--- src/rtl/jfm_pkg.sv ---
package jfm_pkg;

    typedef enum logic [1:0] {
        DSEL_FULL    = 2'b00,
        DSEL_HALF    = 2'b01,
        DSEL_QUART_A = 2'b10,
        DSEL_QUART_B = 2'b11
    } depth_sel_e;

    // Clamp a fill level to the all-ones value of a narrower status field.
    function automatic logic [7:0] clip_level(input logic [7:0] lvl, input logic [7:0] top);
        return (lvl > top) ? top : lvl;
    endfunction

endpackage

--- src/rtl/jfm_depth_dec.sv ---
module jfm_depth_dec #(
    parameter int MAX_DEPTH = 128,
    parameter int WIN_MAX   = 4,
    localparam int PW = $clog2(MAX_DEPTH),
    localparam int CW = PW + 1
) (
    input  logic [1:0]    sel,
    output logic [CW-1:0] depth,
    output logic [CW-1:0] half,
    output logic [CW-1:0] win,
    output logic [PW-1:0] mask
);
    import jfm_pkg::*;

    always_comb begin
        unique case (depth_sel_e'(sel))
            DSEL_FULL: begin
                depth = CW'(MAX_DEPTH);
                win   = CW'(WIN_MAX);
            end
            DSEL_HALF: begin
                depth = CW'(MAX_DEPTH / 2);
                win   = CW'(WIN_MAX - 1);
            end
            default: begin
                depth = CW'(MAX_DEPTH / 4);
                win   = CW'(WIN_MAX - 2);
            end
        endcase
        half = depth >> 1;
        mask = PW'(depth - CW'(1));
    end

endmodule

--- src/rtl/jfm_store.sv ---
module jfm_store #(
    parameter int MAX_DEPTH = 128,
    localparam int PW = $clog2(MAX_DEPTH),
    localparam int CW = PW + 1
) (
    input  logic          clk,
    input  logic          rst_n,
    input  logic          restart,
    input  logic [1:0]    sel,
    input  logic [CW-1:0] depth,
    input  logic [CW-1:0] half,
    input  logic [PW-1:0] mask,
    input  logic          wr_en,
    input  logic          wr_bit,
    input  logic          rd_en,
    output logic          head_bit,
    output logic [CW-1:0] lvl_q,
    output logic [CW-1:0] lvl_d,
    output logic [1:0]    dsel_q,
    output logic          err_q
);
    typedef struct packed {
        logic [MAX_DEPTH-1:0] mem;
        logic [PW-1:0]        wp;
        logic [PW-1:0]        rp;
        logic [CW-1:0]        lvl;
        logic [1:0]           dsel;
        logic                 err;
    } store_t;

    store_t st_q, st_d;
    logic   rd_ok, wr_ok;

    always_comb begin
        st_d  = st_q;
        rd_ok = rd_en && (st_q.lvl != '0);
        wr_ok = wr_en && ((st_q.lvl != depth) || rd_ok);
        if (restart) begin
            st_d.mem  = '0;
            st_d.wp   = PW'(half);
            st_d.rp   = '0;
            st_d.lvl  = half;
            st_d.dsel = sel;
        end else begin
            if (rd_ok) begin
                st_d.rp = (st_q.rp + PW'(1)) & mask;
            end
            if (wr_ok) begin
                st_d.mem[st_q.wp] = wr_bit;
                st_d.wp = (st_q.wp + PW'(1)) & mask;
            end
            st_d.lvl = st_q.lvl + CW'(wr_ok) - CW'(rd_ok);
            if ((wr_en && !wr_ok) || (rd_en && !rd_ok)) begin
                st_d.err = 1'b1;
            end
        end
    end

    always_ff @(posedge clk or negedge rst_n) begin
        if (!rst_n) begin
            st_q.mem  <= '0;
            st_q.wp   <= PW'(MAX_DEPTH / 2);
            st_q.rp   <= '0;
            st_q.lvl  <= CW'(MAX_DEPTH / 2);
            st_q.dsel <= 2'b00;
            st_q.err  <= 1'b0;
        end else begin
            st_q <= st_d;
        end
    end

    assign head_bit = st_q.mem[st_q.rp];
    assign lvl_q    = st_q.lvl;
    assign lvl_d    = st_d.lvl;
    assign dsel_q   = st_q.dsel;
    assign err_q    = st_q.err;

endmodule

--- src/rtl/jfm_status.sv ---
module jfm_status #(
    parameter int CW     = 8,
    parameter int SW     = 7,
    parameter int RST_LV = 64
) (
    input  logic          clk,
    input  logic          rst_n,
    input  logic          restart,
    input  logic          peak_mode,
    input  logic          peak_clr,
    input  logic [CW-1:0] lvl_d,
    output logic [SW-1:0] occ_q
);
    import jfm_pkg::*;

    localparam logic [7:0] TOP = 8'((1 << SW) - 1);

    logic [SW-1:0] occ_d;
    logic [SW-1:0] cur;

    always_comb begin
        cur = SW'(clip_level(8'(lvl_d), TOP));
        if (restart || !peak_mode || peak_clr) begin
            occ_d = cur;
        end else begin
            occ_d = (cur > occ_q) ? cur : occ_q;
        end
    end

    always_ff @(posedge clk or negedge rst_n) begin
        if (!rst_n) begin
            occ_q <= SW'(RST_LV);
        end else begin
            occ_q <= occ_d;
        end
    end

endmodule

--- src/rtl/jitter_fifo_mon.sv ---
module jitter_fifo_mon #(
    parameter int MAX_DEPTH = 128,
    parameter int WIN_MAX   = 4,
    parameter int STAT_W    = 7
) (
    input  logic              clk,
    input  logic              rst_n,
    input  logic              wr_en,
    input  logic              wr_bit,
    input  logic              rd_en,
    output logic              rd_bit,
    input  logic [1:0]        depth_sel,
    input  logic              att_en,
    input  logic              peak_mode,
    input  logic              peak_clr,
    input  logic              widen_mode,
    output logic [STAT_W-1:0] occ,
    output logic              widen_req,
    output logic              err
);
    localparam int PW = $clog2(MAX_DEPTH);
    localparam int CW = PW + 1;

    logic [CW-1:0] new_depth, new_half, new_win;
    logic [PW-1:0] new_mask;
    logic [CW-1:0] cur_depth, cur_half, cur_win;
    logic [PW-1:0] cur_mask;
    logic [CW-1:0] lvl_q, lvl_d;
    logic [1:0]    dsel_q;
    logic          head_bit;
    logic          restart;
    logic          near;

    jfm_depth_dec #(.MAX_DEPTH(MAX_DEPTH), .WIN_MAX(WIN_MAX)) u_dec_new (
        .sel(depth_sel), .depth(new_depth), .half(new_half),
        .win(new_win), .mask(new_mask)
    );

    jfm_depth_dec #(.MAX_DEPTH(MAX_DEPTH), .WIN_MAX(WIN_MAX)) u_dec_cur (
        .sel(dsel_q), .depth(cur_depth), .half(cur_half),
        .win(cur_win), .mask(cur_mask)
    );

    assign restart = !att_en || (depth_sel != dsel_q);

    jfm_store #(.MAX_DEPTH(MAX_DEPTH)) u_store (
        .clk(clk), .rst_n(rst_n), .restart(restart), .sel(depth_sel),
        .depth(new_depth), .half(new_half), .mask(new_mask),
        .wr_en(wr_en), .wr_bit(wr_bit), .rd_en(rd_en),
        .head_bit(head_bit), .lvl_q(lvl_q), .lvl_d(lvl_d),
        .dsel_q(dsel_q), .err_q(err)
    );

    jfm_status #(.CW(CW), .SW(STAT_W), .RST_LV(MAX_DEPTH / 2)) u_status (
        .clk(clk), .rst_n(rst_n), .restart(restart), .peak_mode(peak_mode),
        .peak_clr(peak_clr), .lvl_d(lvl_d), .occ_q(occ)
    );

    assign near      = (lvl_q <= cur_win) || ((cur_depth - lvl_q) <= cur_win);
    assign widen_req = widen_mode && att_en && near;
    assign rd_bit    = att_en ? head_bit : wr_bit;

endmodule

--- config.mk ---
export PLATFORM = sky130hd
export DESIGN_NAME = jitter_fifo_mon
export DESIGN_NICKNAME = d
export VERILOG_FILES = /design/src/rtl/jfm_pkg.sv /design/src/rtl/jfm_depth_dec.sv /design/src/rtl/jfm_store.sv /design/src/rtl/jfm_status.sv /design/src/rtl/jitter_fifo_mon.sv
export SDC_FILE = /design/constraint.sdc
export NUM_CORES = 1
export LEC_CHECK = 0
export BUFFER_PORTS_ARGS = -buffer_cell sky130_fd_sc_hd__buf_2
export CORE_ASPECT_RATIO = 1.25
export CORE_MARGIN = 4
export CORE_UTILIZATION = 50
export DETAILED_ROUTE_END_ITERATION = 8
export HOLD_SLACK_MARGIN = 0.15
export PLACE_DENSITY = 0.68
export SLEW_MARGIN = 5
export SYNTH_ARGS = -nofsm -noshare
export SYNTH_HDL_FRONTEND = slang
export SYNTH_SLANG_ARGS = --single-unit
--- constraint.sdc ---
create_clock -name clk -period 10.93 [get_ports clk]
set_input_delay 0.5465 -clock clk [delete_from_list [all_inputs] [get_ports clk]]
set_output_delay 0.5465 -clock clk [all_outputs]
set_load 0.02 [all_outputs]
== After elaboration in Yosys (flattened, before gate mapping) ==
Cells that the tools add are included.

* Logic and storage cells: 66
* Memory bits (read-only): 0
* RAM bits: 0
* Output and inout port bits: 10
* Memories kept: 0
* Latch bits: 0
* Flip-flop bits (word level): 160
* Input bits: 11

* Multiplexer cells: 15
* Reductions and logical operators: 24
* Magnitude comparators: 7
* Div/mod/pow operators: 0
* Bitwise operators: 3
* Shift-type cells: 0
* Multiply operators: 0
* Add/sub/neg operators: 6
* Equality and inequality tests: 4

{| class="wikitable"
|+ Operators by type and width
! cell !! count
|-
| $mux 150 || 1
|-
| $mux 135 || 1
|-
| $bwmux 128 || 1
|-
| $pmux 8 s2 || 2
|-
| $mux 7 || 4
|-
| $le 8x8->1 || 2
|-
| $lt 7x8->1 const B || 2
|-
| $add 7x1->7 const B || 2
|-
| $and 7x7->7 || 2
|-
| $add 8x1->8 || 1
|-
| $gt 8x7->1 const B || 1
|-
| $ne 8x8->1 || 1
|-
| $reduce_bool 8->1 || 1
|-
| $sub 8x1->8 || 1
|-
| $sub 8x8->8 || 1
|-
| $bmux 1 s7 || 1
|-
| $demux 1 s7 || 1
|-
| $ge 7x1->1 const B || 1
|-
| $gt 7x7->1 || 1
|-
| $logic_and 1x1->1 || 7
|-
| $sub 7x1->7 const B || 1
|-
| $logic_or 1x1->1 || 6
|-
| $pmux 3 s2 || 1
|-
| $reduce_bool 2->1 || 3
|-
| other kinds (7) || 14
|}

== Logic depth before layout (Yosys ltp) ==
Gate-level depths: netlist of run 1.

* Depth after elaboration: 13
* Gate-level depth with buffers: 23
* Depth with buffers taken out: 22

== Cells and area by module ==
From an unflattened synthesis of run 1, not the netlist that was laid out.

* Cell total of the unflattened synthesis: 1,266
* Area, all modules: 11,036.8 µm²

{| class="wikitable"
|+ By module, submodules not included
! module !! cells an instance !! instances !! area an instance (µm²)
|-
| jfm_store || 1,054 || 1 || 9,301.4
|-
| jitter_fifo_mon || 99 || 1 || 767.0
|-
| jfm_status || 47 || 1 || 515.5
|-
| jfm_depth_dec || 33 || 2 || 226.5
|}

== Worst setup path after synthesis of run 1 ==
No wires, ideal clock.

* Path kind: input -> register
* Start point: in depth_sel[0]
* End point: reg u_status.occ_q[1]
* Setup slack: 6.186 ns
* Arrival: 4.620 ns
* Library setup time: 0.125 ns
* Stages: 21
* Required time: 10.805 ns
* Path buffers: 2
* Path through: or3b_1 -> a211oi_2 -> o211ai_1 -> buf_6 -> and2_1 -> buf_6 -> ha_1 -> a21oi_1 -> o21ai_0 -> a21oi_1 -> o21a_1 -> nor3_2 -> or2_2 -> ha_1 -> nor2b_1 -> o21a_1 -> o21a_1 -> o21ai_0 -> a221oi_1 -> nor4b_4 -> mux2_2

* Word-level cells in the longest chain between the ends: 12
* Elaborated cells between the ends (all ways): 19
* Classes of those cells: 2 x add/sub; 2 x order compare; 3 x eq/ne; 5 x mux; 7 x reduce/logical

{| class="wikitable"
|+ Ends and longest elaborated chain
! item !! RTL line !! RTL
|-
| start: declaration || jitter_fifo_mon.sv:12 || <nowiki>input logic [1:0] depth_sel,</nowiki>
|-
| $eq 2x1->1 / $logic_not 2->1 (equally long branches) || - ||
|-
| $pmux 8 s2 || jfm_depth_dec.sv:16 || <nowiki>unique case (depth_sel_e'(sel))</nowiki>
|-
| $ne 8x8->1 || jfm_store.sv:37 || <nowiki>wr_ok = wr_en && ((st_q.lvl != depth) || rd_ok);</nowiki>
|-
| $logic_or 1x1->1 || jfm_store.sv:37 ||
|-
| $logic_and 1x1->1 || jfm_store.sv:37 ||
|-
| $add 8x1->8 || jfm_store.sv:52 || <nowiki>st_d.lvl = st_q.lvl + CW'(wr_ok) - CW'(rd_ok);</nowiki>
|-
| $sub 8x1->8 || jfm_store.sv:52 ||
|-
| $mux 150 (*) || jfm_store.sv:38 || <nowiki>if (restart) begin</nowiki>
|-
| named net lvl_d[7] || jitter_fifo_mon.sv:28 || <nowiki>logic [CW-1:0] lvl_q, lvl_d;</nowiki>
|-
| $gt 8x7->1 (*) || jfm_pkg.sv:12 || <nowiki>return (lvl > top) ? top : lvl;</nowiki>
|-
| $mux 7 (*) || jfm_pkg.sv:12 ||
|-
| named net u_status.cur[1] || jfm_status.sv:19 || <nowiki>logic [SW-1:0] cur;</nowiki>
|-
| $gt 7x7->1 / $mux 7 (equally long branches) || jfm_status.sv:26 || <nowiki>occ_d = (cur > occ_q) ? cur : occ_q;</nowiki>
|-
| $reduce_bool 2->1 (no source line) / $mux 7 (equally long branches) || - ||
|-
| end signal: assignment || jfm_status.sv:32 || <nowiki>occ_q <= SW'(RST_LV);</nowiki>
|-
| end: declaration || jfm_status.sv:12 || <nowiki>output logic [SW-1:0] occ_q</nowiki>
|}

The timed path passes the listed nets; every way through them passes the cells marked *. The select of a mux whose other input is x is not followed.
A chain may end at the register's enable or synchronous reset.

== Final worst setup path of run 1 ==
* Start point: reg u_store.st_q, in the netlist u_store.lvl_q[6]
* End point: reg u_status.occ_q[3]

* Word-level cells in the longest chain between the ends: 11
* Elaborated cells between the ends (all ways): 14
* Classes of those cells: 2 x add/sub; 2 x order compare; 1 x eq/ne; 4 x mux; 5 x reduce/logical

{| class="wikitable"
|+ Ends and longest elaborated chain
! item !! RTL line !! RTL
|-
| start: declaration || jfm_store.sv:31 || <nowiki>store_t st_q, st_d;</nowiki>
|-
| start signal: assignment || jfm_store.sv:68 || <nowiki>st_q <= st_d;</nowiki>
|-
| $reduce_bool 8->1 || jfm_store.sv:36 || <nowiki>rd_ok = rd_en && (st_q.lvl != '0);</nowiki>
|-
| $logic_and 1x1->1 || jfm_store.sv:36 ||
|-
| $logic_or 1x1->1 || jfm_store.sv:37 ||
|-
| $logic_and 1x1->1 || jfm_store.sv:37 ||
|-
| $add 8x1->8 || jfm_store.sv:52 ||
|-
| $sub 8x1->8 (*) || jfm_store.sv:52 ||
|-
| $mux 150 (*) || jfm_store.sv:38 ||
|-
| named net lvl_d[7] || jitter_fifo_mon.sv:28 ||
|-
| $gt 8x7->1 (*) || jfm_pkg.sv:12 ||
|-
| $mux 7 (*) || jfm_pkg.sv:12 ||
|-
| named net u_status.cur[1] || jfm_status.sv:19 ||
|-
| $gt 7x7->1 (*) || jfm_status.sv:26 ||
|-
| $reduce_bool 2->1 (no source line) (*) || - ||
|}

Marked as above.

==> flow_summary.ini, run 1 <==
[outcome]
status = complete, no violations

[logic_synthesis]
syn_area_per_cell_um2 = 8.46
syn_area_um2 = 9480
synth_ff_type = dfrtp_1
yosysTopAreaCell = dfrtp_1
syn-num-nets = 1164
yosysUniqueCellTypes = 63
yosysWarnings = 0
yosys.area.top_type_share = 0.414
synth.top_cells.by_area = dfrtp_1, a21oi_1, o21ai_0
async_flop_share = 1.00
syn_inst = 1121
synth_edf_count = 0
ys_ff_latch = 160
ys_seq_area_frac = 0.423

[clock_network]
cts_tree = yes
cts_buffer_depth = 2
cts_sinks = 160
numCtsBuffers = 17
cts_resized = 0
clk_latency_ns = 0.44
cts.clk_slew.worst_paths_ns = 0.07
h-tree-depth = 4
cts_setup_buffers = 0
cts_root_buf = clkbuf_16
cts_hold_buf = 0

[power]
switchingPower_w = 0.000423
pwr-share-seq = 0.420
ir_worst_vdd_v = 0.000102
pwr-share-comb = 0.143
p_sw_frac = 0.288
pwr_density_cell_nw_per_um2 = 145
p_clk_frac = 0.437
p_leak_nw = 3.85
intPower_w = 0.00105

[global_routing]
antenna_found_initial = 0
grt_max_degree = 90
grt_usage = 0.232
grt-ovfl-total = 0
grt_first_pass_wirelength_um = 40200
grt_pass1_vias = 7623

[timing]
finalCriticalPeriod_ns = 5.70
maxSlewViolCount = 0
setup_viol = 0
holdWs_ns = 0.179
fin_skew_ns = 0.00868
setup_tns_ns = 0
finalCritPeriodShare = 0.522
fmax_ghz = 0.175
tightest_slew_ns = 1.11
slew_headroom = 0.261
timing.final.hold_violations = 0
rsz0062_at_grt = false

[route]
drtIter0Drc = 657
wl_per_cell_um = 18.2
remaining_drc_errors = 0
vias = 7844
wl_um = 23900
ant_nets = 0
drt-pass1-iter-count = 5
routed_via_density = 5.97

[finish]
fin_nets = 1113
fillers = 1700
area_delta_synth_final_pct = 6.89
drive_gt1_frac = 0.102
diodes = 0

[worst_setup_path]
crit_required_ns = 11.25
timing.critical_path.cells = inv_1, ha_1, nand4_1, nand2_1, o211ai_1, and2_1, ha_1, a21oi_1, o21ai_0, a21oi_1, nor3_1, nor3_2, or2_2, ha_1, nor2b_1, o21a_1, o21a_1, o21ai_0, a221oi_1, nor4b_4, mux2_2
start_kind = register
critPathCapture = u_status.occ_q[3]$_DFFE_PN0P_
critPathSlowestCell = dfstp_2
crit_arrival_ns = 6.02
worstPathMaxFanout = 11
startpoint = u_store.lvl_q[6]$_DFF_PN1_
slowest_delay_ns = 0.55
r2r-start = u_store.lvl_q[6]$_DFF_PN1_
reg2reg_depth = 21
endpoint_kind = register
critPathMostFrequentCell = ha_1
r2r_end = u_status.occ_q[3]$_DFFE_PN0P_
rrSetupSlack_ns = 5.23
worst-setup-path-type = reg -> reg

[floorplan]
pin_count = 21
die_x_um = 131
die_area_um2 = 21200
fp.dieH_um = 162
initial_core_util = 0.507
num_rows = 56
core_um2 = 18700

[placed_design]
place_congestion = 0.875
io_buffers = 20
detailed_place_hpwl_um = 14400

[job]
maxCapViolCount = 0

[worst_hold_path]
hold_path_class = in -> async
## flip-flops by register name, indices dropped and copies added (netlist names)
name and cells:
u_store.dsel_q 2, u_store.st_q 142, u_status.occ_q 7, u_store.lvl_q 8, u_store.err_q 1
## cells by family (layout without fill, tap and decap cells)
logic type,Yosys count,count (layout),synth area share
AO/OA/AOI/OAI,332,332,0.188
XOR/XNOR,20,20,0.0185
adder cells (fa/ha/maj),32,32,0.0430
buffers and inverters,125,87,0.0567
flip-flops,160,160,0.423
multiplexers,51,51,0.0825
AND/OR/NAND/NOR,401,401,0.189
## Yosys cell counts, types with 5 or more instances
master	n
clkbuf_1	43
nand4_1	6
mux4_2	21
nor3_1	8
nor2_1	157
xor2_1	8
dfrtp_1	157
ha_1	31
clkbuf_2	8
a21oi_1	153
and2_1	7
mux2_2	7
nand2_1	161
o21ai_0	127
buf_1	16
nor2b_1	16
or2_2	6
o21ai_1	10
a31oi_1	5
xnor2_1	12
buf_2	23
nand3_1	14
inv_1	29
mux2i_1	23
a22oi_1	11
## stage by stage
stage,total power (W),setup WS (ns),std cells,utilization,area [um2]
final,0.00147,5.23,1315,0.542,10100
after global routing,0.00153,4.63,1315,0.542,10100
after CTS,0.00148,5.23,1315,0.542,10100
after detailed placement,0.000841,5.18,1283,0.508,9510
after global placement,0.000839,5.27,1283,0.508,9510
after floorplan,0.000782,6.19,1121,-,9480
## critical path: cells and delay by family, from the launching register on
kind,cells,cell delay [ns]
and+or+nand+nor,8,2.10
AOI/OAI and AO/OA,8,1.69
adders and majority gates,3,0.78
DFF,1,0.55
muxes,1,0.40
buffers and inverters,1,0.09
## layout make-up
class / instances / area (um2) / share of cell area
Multi-Input combinational cell: 836 / 4950 / 0.488
Sequential cell: 160 / 4010 / 0.395
Clock buffer: 17 / 425 / 0.0420
Tap cell: 232 / 290 / 0.0286
Clock inverter: 15 / 199 / 0.0196
Timing Repair Buffer: 26 / 154 / 0.0152
Inverter: 29 / 109 / 0.0107
## cell usage in the layout (no fill, tap or decap), types with 7 or more instances in the layout
cell type  instances
a21oi_1          153
a22oi_1           11
and2_1             7
buf_2             18
buf_4              7
clkbuf_16         17
dfrtp_1          156
ha_1              31
inv_1             29
mux2_2             7
mux2i_1           23
mux4_2            21
nand2_1          161
nand3_1           13
nor2_1           157
nor2b_1           16
nor3_1             8
o21ai_0          127
o21ai_1           10
xnor2_1           12
xor2_1             8
## routing by layer
layer,GRT usage,wire length (um),vias to the layer above
met5,0,0,-
met4,0.0793,506,0
met3,0.0390,1100,42
met2,0.379,11600,195
met1,0.319,10700,3859
li1,-,-,3748
## power groups by stage
| stage | clock network [W] | logic, W | registers, W |
|---|---|---|---|
| floorplan | 0 | 0.000149 | 0.000633 |
| detailed placement | 0 | 0.000211 | 0.000629 |
| CTS | 0.000649 | 0.000212 | 0.000618 |
| global placement | 0 | 0.000210 | 0.000629 |
| finish | 0.000642 | 0.000211 | 0.000618 |
| global route | 0.000675 | 0.000239 | 0.000620 |
## worst min-delay path by stage
stage	startpoint	endpoint	slack, ns	cells after the start
after global placement	u_store.err_q$_DFFE_PN0P_	u_store.err_q$_DFFE_PN0P_	0.44	1
after detailed placement	u_store.err_q$_DFFE_PN0P_	u_store.err_q$_DFFE_PN0P_	0.45	1
after CTS	rst_n	u_store.st_q[101]$_DFFE_PN0P_	0.23	1
after floorplan	rst_n	u_status.occ_q[0]$_DFFE_PN0P_	0.25	0
final	rst_n	u_store.st_q[100]$_DFFE_PN0P_	0.18	1
after global routing	rst_n	u_store.st_q[100]$_DFFE_PN0P_	0.25	1
(Power assumes the default switching activity.)
==> inputs of run 2 (changes only) <==
Settings changed: PLACE_DENSITY 0.68 to 0.7.
Clock period 10.93 ns to 5.2 ns, I/O delays scaled along.
==> flow_summary.ini, run 2 (same netlist as run 1, synthesis figures left out) <==
[route]
remaining_drc_errors = 0
wl_um = 24200
vias = 7882
wl_per_cell_um = 18.3
routed_via_density = 5.94
drt-pass1-iter-count = 5
drtIter0Drc = 591
ant_nets = 0

[floorplan]
pin_count = 21
die_x_um = 131
core_um2 = 18700
fp.dieH_um = 162
die_area_um2 = 21200
num_rows = 56
initial_core_util = 0.507

[worst_setup_path]
worst-setup-path-type = reg -> reg
worstPathMaxFanout = 8
critPathMostFrequentCell = ha_1
crit_required_ns = 5.51
slowest_delay_ns = 0.41
endpoint_kind = register
startpoint = u_store.lvl_q[1]$_DFF_PN0_
timing.critical_path.cells = inv_1, ha_1, nand4_1, nand2_2, inv_1, ha_1, inv_1, ha_1, a21oi_1, o21ai_0, a21oi_1, o21a_1, nor3_4, or2_2, ha_1, nor2b_1, o21a_1, o21a_1, o21ai_0, a221oi_1, nor4b_4, buf_4, mux2_2
crit_arrival_ns = 5.10
r2r-start = u_store.lvl_q[1]$_DFF_PN0_
start_kind = register
critPathSlowestCell = dfrtp_1

[clock_network]
clk_latency_ns = 0.43
cts_root_buf = clkbuf_16
cts_buffer_depth = 2
cts_tree = yes
numCtsBuffers = 17
cts.clk_slew.worst_paths_ns = 0.06
h-tree-depth = 4
cts_sinks = 160

[finish]
diodes = 0
final_common_cell = nand2_1
regMostFlops = u_store.st_q
area_delta_synth_final_pct = 7.57
finish.utilization = 0.545
mostFrequentLayoutCells = nand2_1, nor2_1, dfrtp_1
fin_nets = 1124
drive_gt1_frac = 0.107
largestRegisters = u_store.st_q x142, u_store.lvl_q x8, u_status.occ_q x7
stdcell_count = 1326
largest_register_ff_count = 142

[placed_design]
place_congestion = 0.845
detailed_place_hpwl_um = 14800
dp_cells = 1290
io_buffers = 20

[power]
ir_worst_vdd_v = 0.000191
p_leak_nw = 3.89
pwr_density_cell_nw_per_um2 = 296

[global_routing]
grt_first_pass_wirelength_um = 40000
grt_usage = 0.232
grt_max_degree = 96
grt-ovfl-total = 0
antenna_found_initial = 0
grt_pass1_vias = 7628

[timing]
fmax_ghz = 0.209
holdWs_ns = 0.197
tightest_slew_ns = 1.13
maxSlewViolCount = 0
finalCriticalPeriod_ns = 4.78
timing.final.hold_violations = 0
fin_skew_ns = 0.00732
setup_viol = 0
setup_tns_ns = 0
finalCritPeriodShare = 0.920
rsz0062_at_grt = false
slew_headroom = 0.248

[worst_hold_path]
hp-start = att_en
hold_path_class = in -> reg

[outcome]
status = complete, no violations

[job]
maxCapViolCount = 0
-- run 2: cell types whose count changed in the layout (fill, tap and decap cells not counted), sizes merged --
cell,before,now
dlygate4sd3,0,3
clkinvlp,3,1
bufinv,3,2
buf,26,34
clkbuf,17,24
clkinv,1,4
inv,37,30
-- run 2: cell type report --
type / instances / area (um2)
Tap cell: 232 / 290
Clock inverter: 8 / 104
Fill cell: 1709 / 8510
Sequential cell: 160 / 4010
Timing Repair Buffer: 37 / 244
Multi-Input combinational cell: 836 / 4960
Inverter: 29 / 109
Clock buffer: 24 / 482
-- run 2: final timing paths --
check | endpoint | slack [ns] | cells after the start
max | u_status.occ_q[1]$_DFFE_PN0P_ | 0.42 | 23
min | u_store.lvl_q[7]$_DFF_PN0_ | 0.20 | 3
max reg2reg | u_status.occ_q[1]$_DFFE_PN0P_ | 0.42 | 23
min reg2reg | u_store.err_q$_DFFE_PN0P_ | 0.46 | 1
max in group asynchronous | u_store.st_q[117]$_DFFE_PN0P_ | 3.61 | 3
min in group asynchronous | u_store.st_q[66]$_DFFE_PN0P_ | 0.30 | 2
-- run 2: repair_timing --
| item | 4_1_cts | 5_1_grt |
|---|---|---|
| hold buffers | 3 | 0 |
| hold endpoints to repair | 42 | 0 |
| endpoints found under the setup margin | 0 | 7 |
| gates resized for setup | 0 | 3 |
| setup buffers | 0 | 1 |
-- run 2: critical path, delay by kind of cell (launching register included) --
| kind | cells | cell delay [ns] |
|---|---|---|
| flip-flops | 1 | 0.41 |
| AO/OA/AOI/OAI | 8 | 1.30 |
| AND/OR/NAND/NOR | 6 | 1.11 |
| adder cells (fa/ha/maj) | 4 | 1.02 |
| multiplexers | 1 | 0.34 |
| buffers and inverters | 4 | 0.49 |
-- run 2: power by group --
group	switching, W	leakage [nW]	total (W)	internal [W]
Combinational	0.000294	1.41	0.000462	0.000168
Sequential	0.0000317	2.20	0.00130	0.00127
Clock	0.000509	0.285	0.00126	0.000747
Total	0.000835	3.89	0.00302	0.00219
-- run 2: routing by layer --
metal | GRT usage | part of all wire | vias to the layer above
met1 | 0.301 | 0.44 | 3879
met3 | 0.0338 | 0.045 | 31
li1 | - | - | 3766
met2 | 0.402 | 0.50 | 206
met5 | 0 | 0 | -
met4 | 0.0778 | 0.017 | 0
-- run 2: stage by stage --
step | worst slack [ns] | total power (W) | cell area, um2
6_report | 0.418 | 0.00302 | 10200
4_1_cts | 0.322 | 0.00303 | 10200
5_1_grt | 0.0242 | 0.00315 | 10200
2_1_floorplan | 0.512 | 0.00164 | 9480
3_5_place_dp | 0.362 | 0.00178 | 9570
3_3_place_gp | 0.452 | 0.00177 | 9570
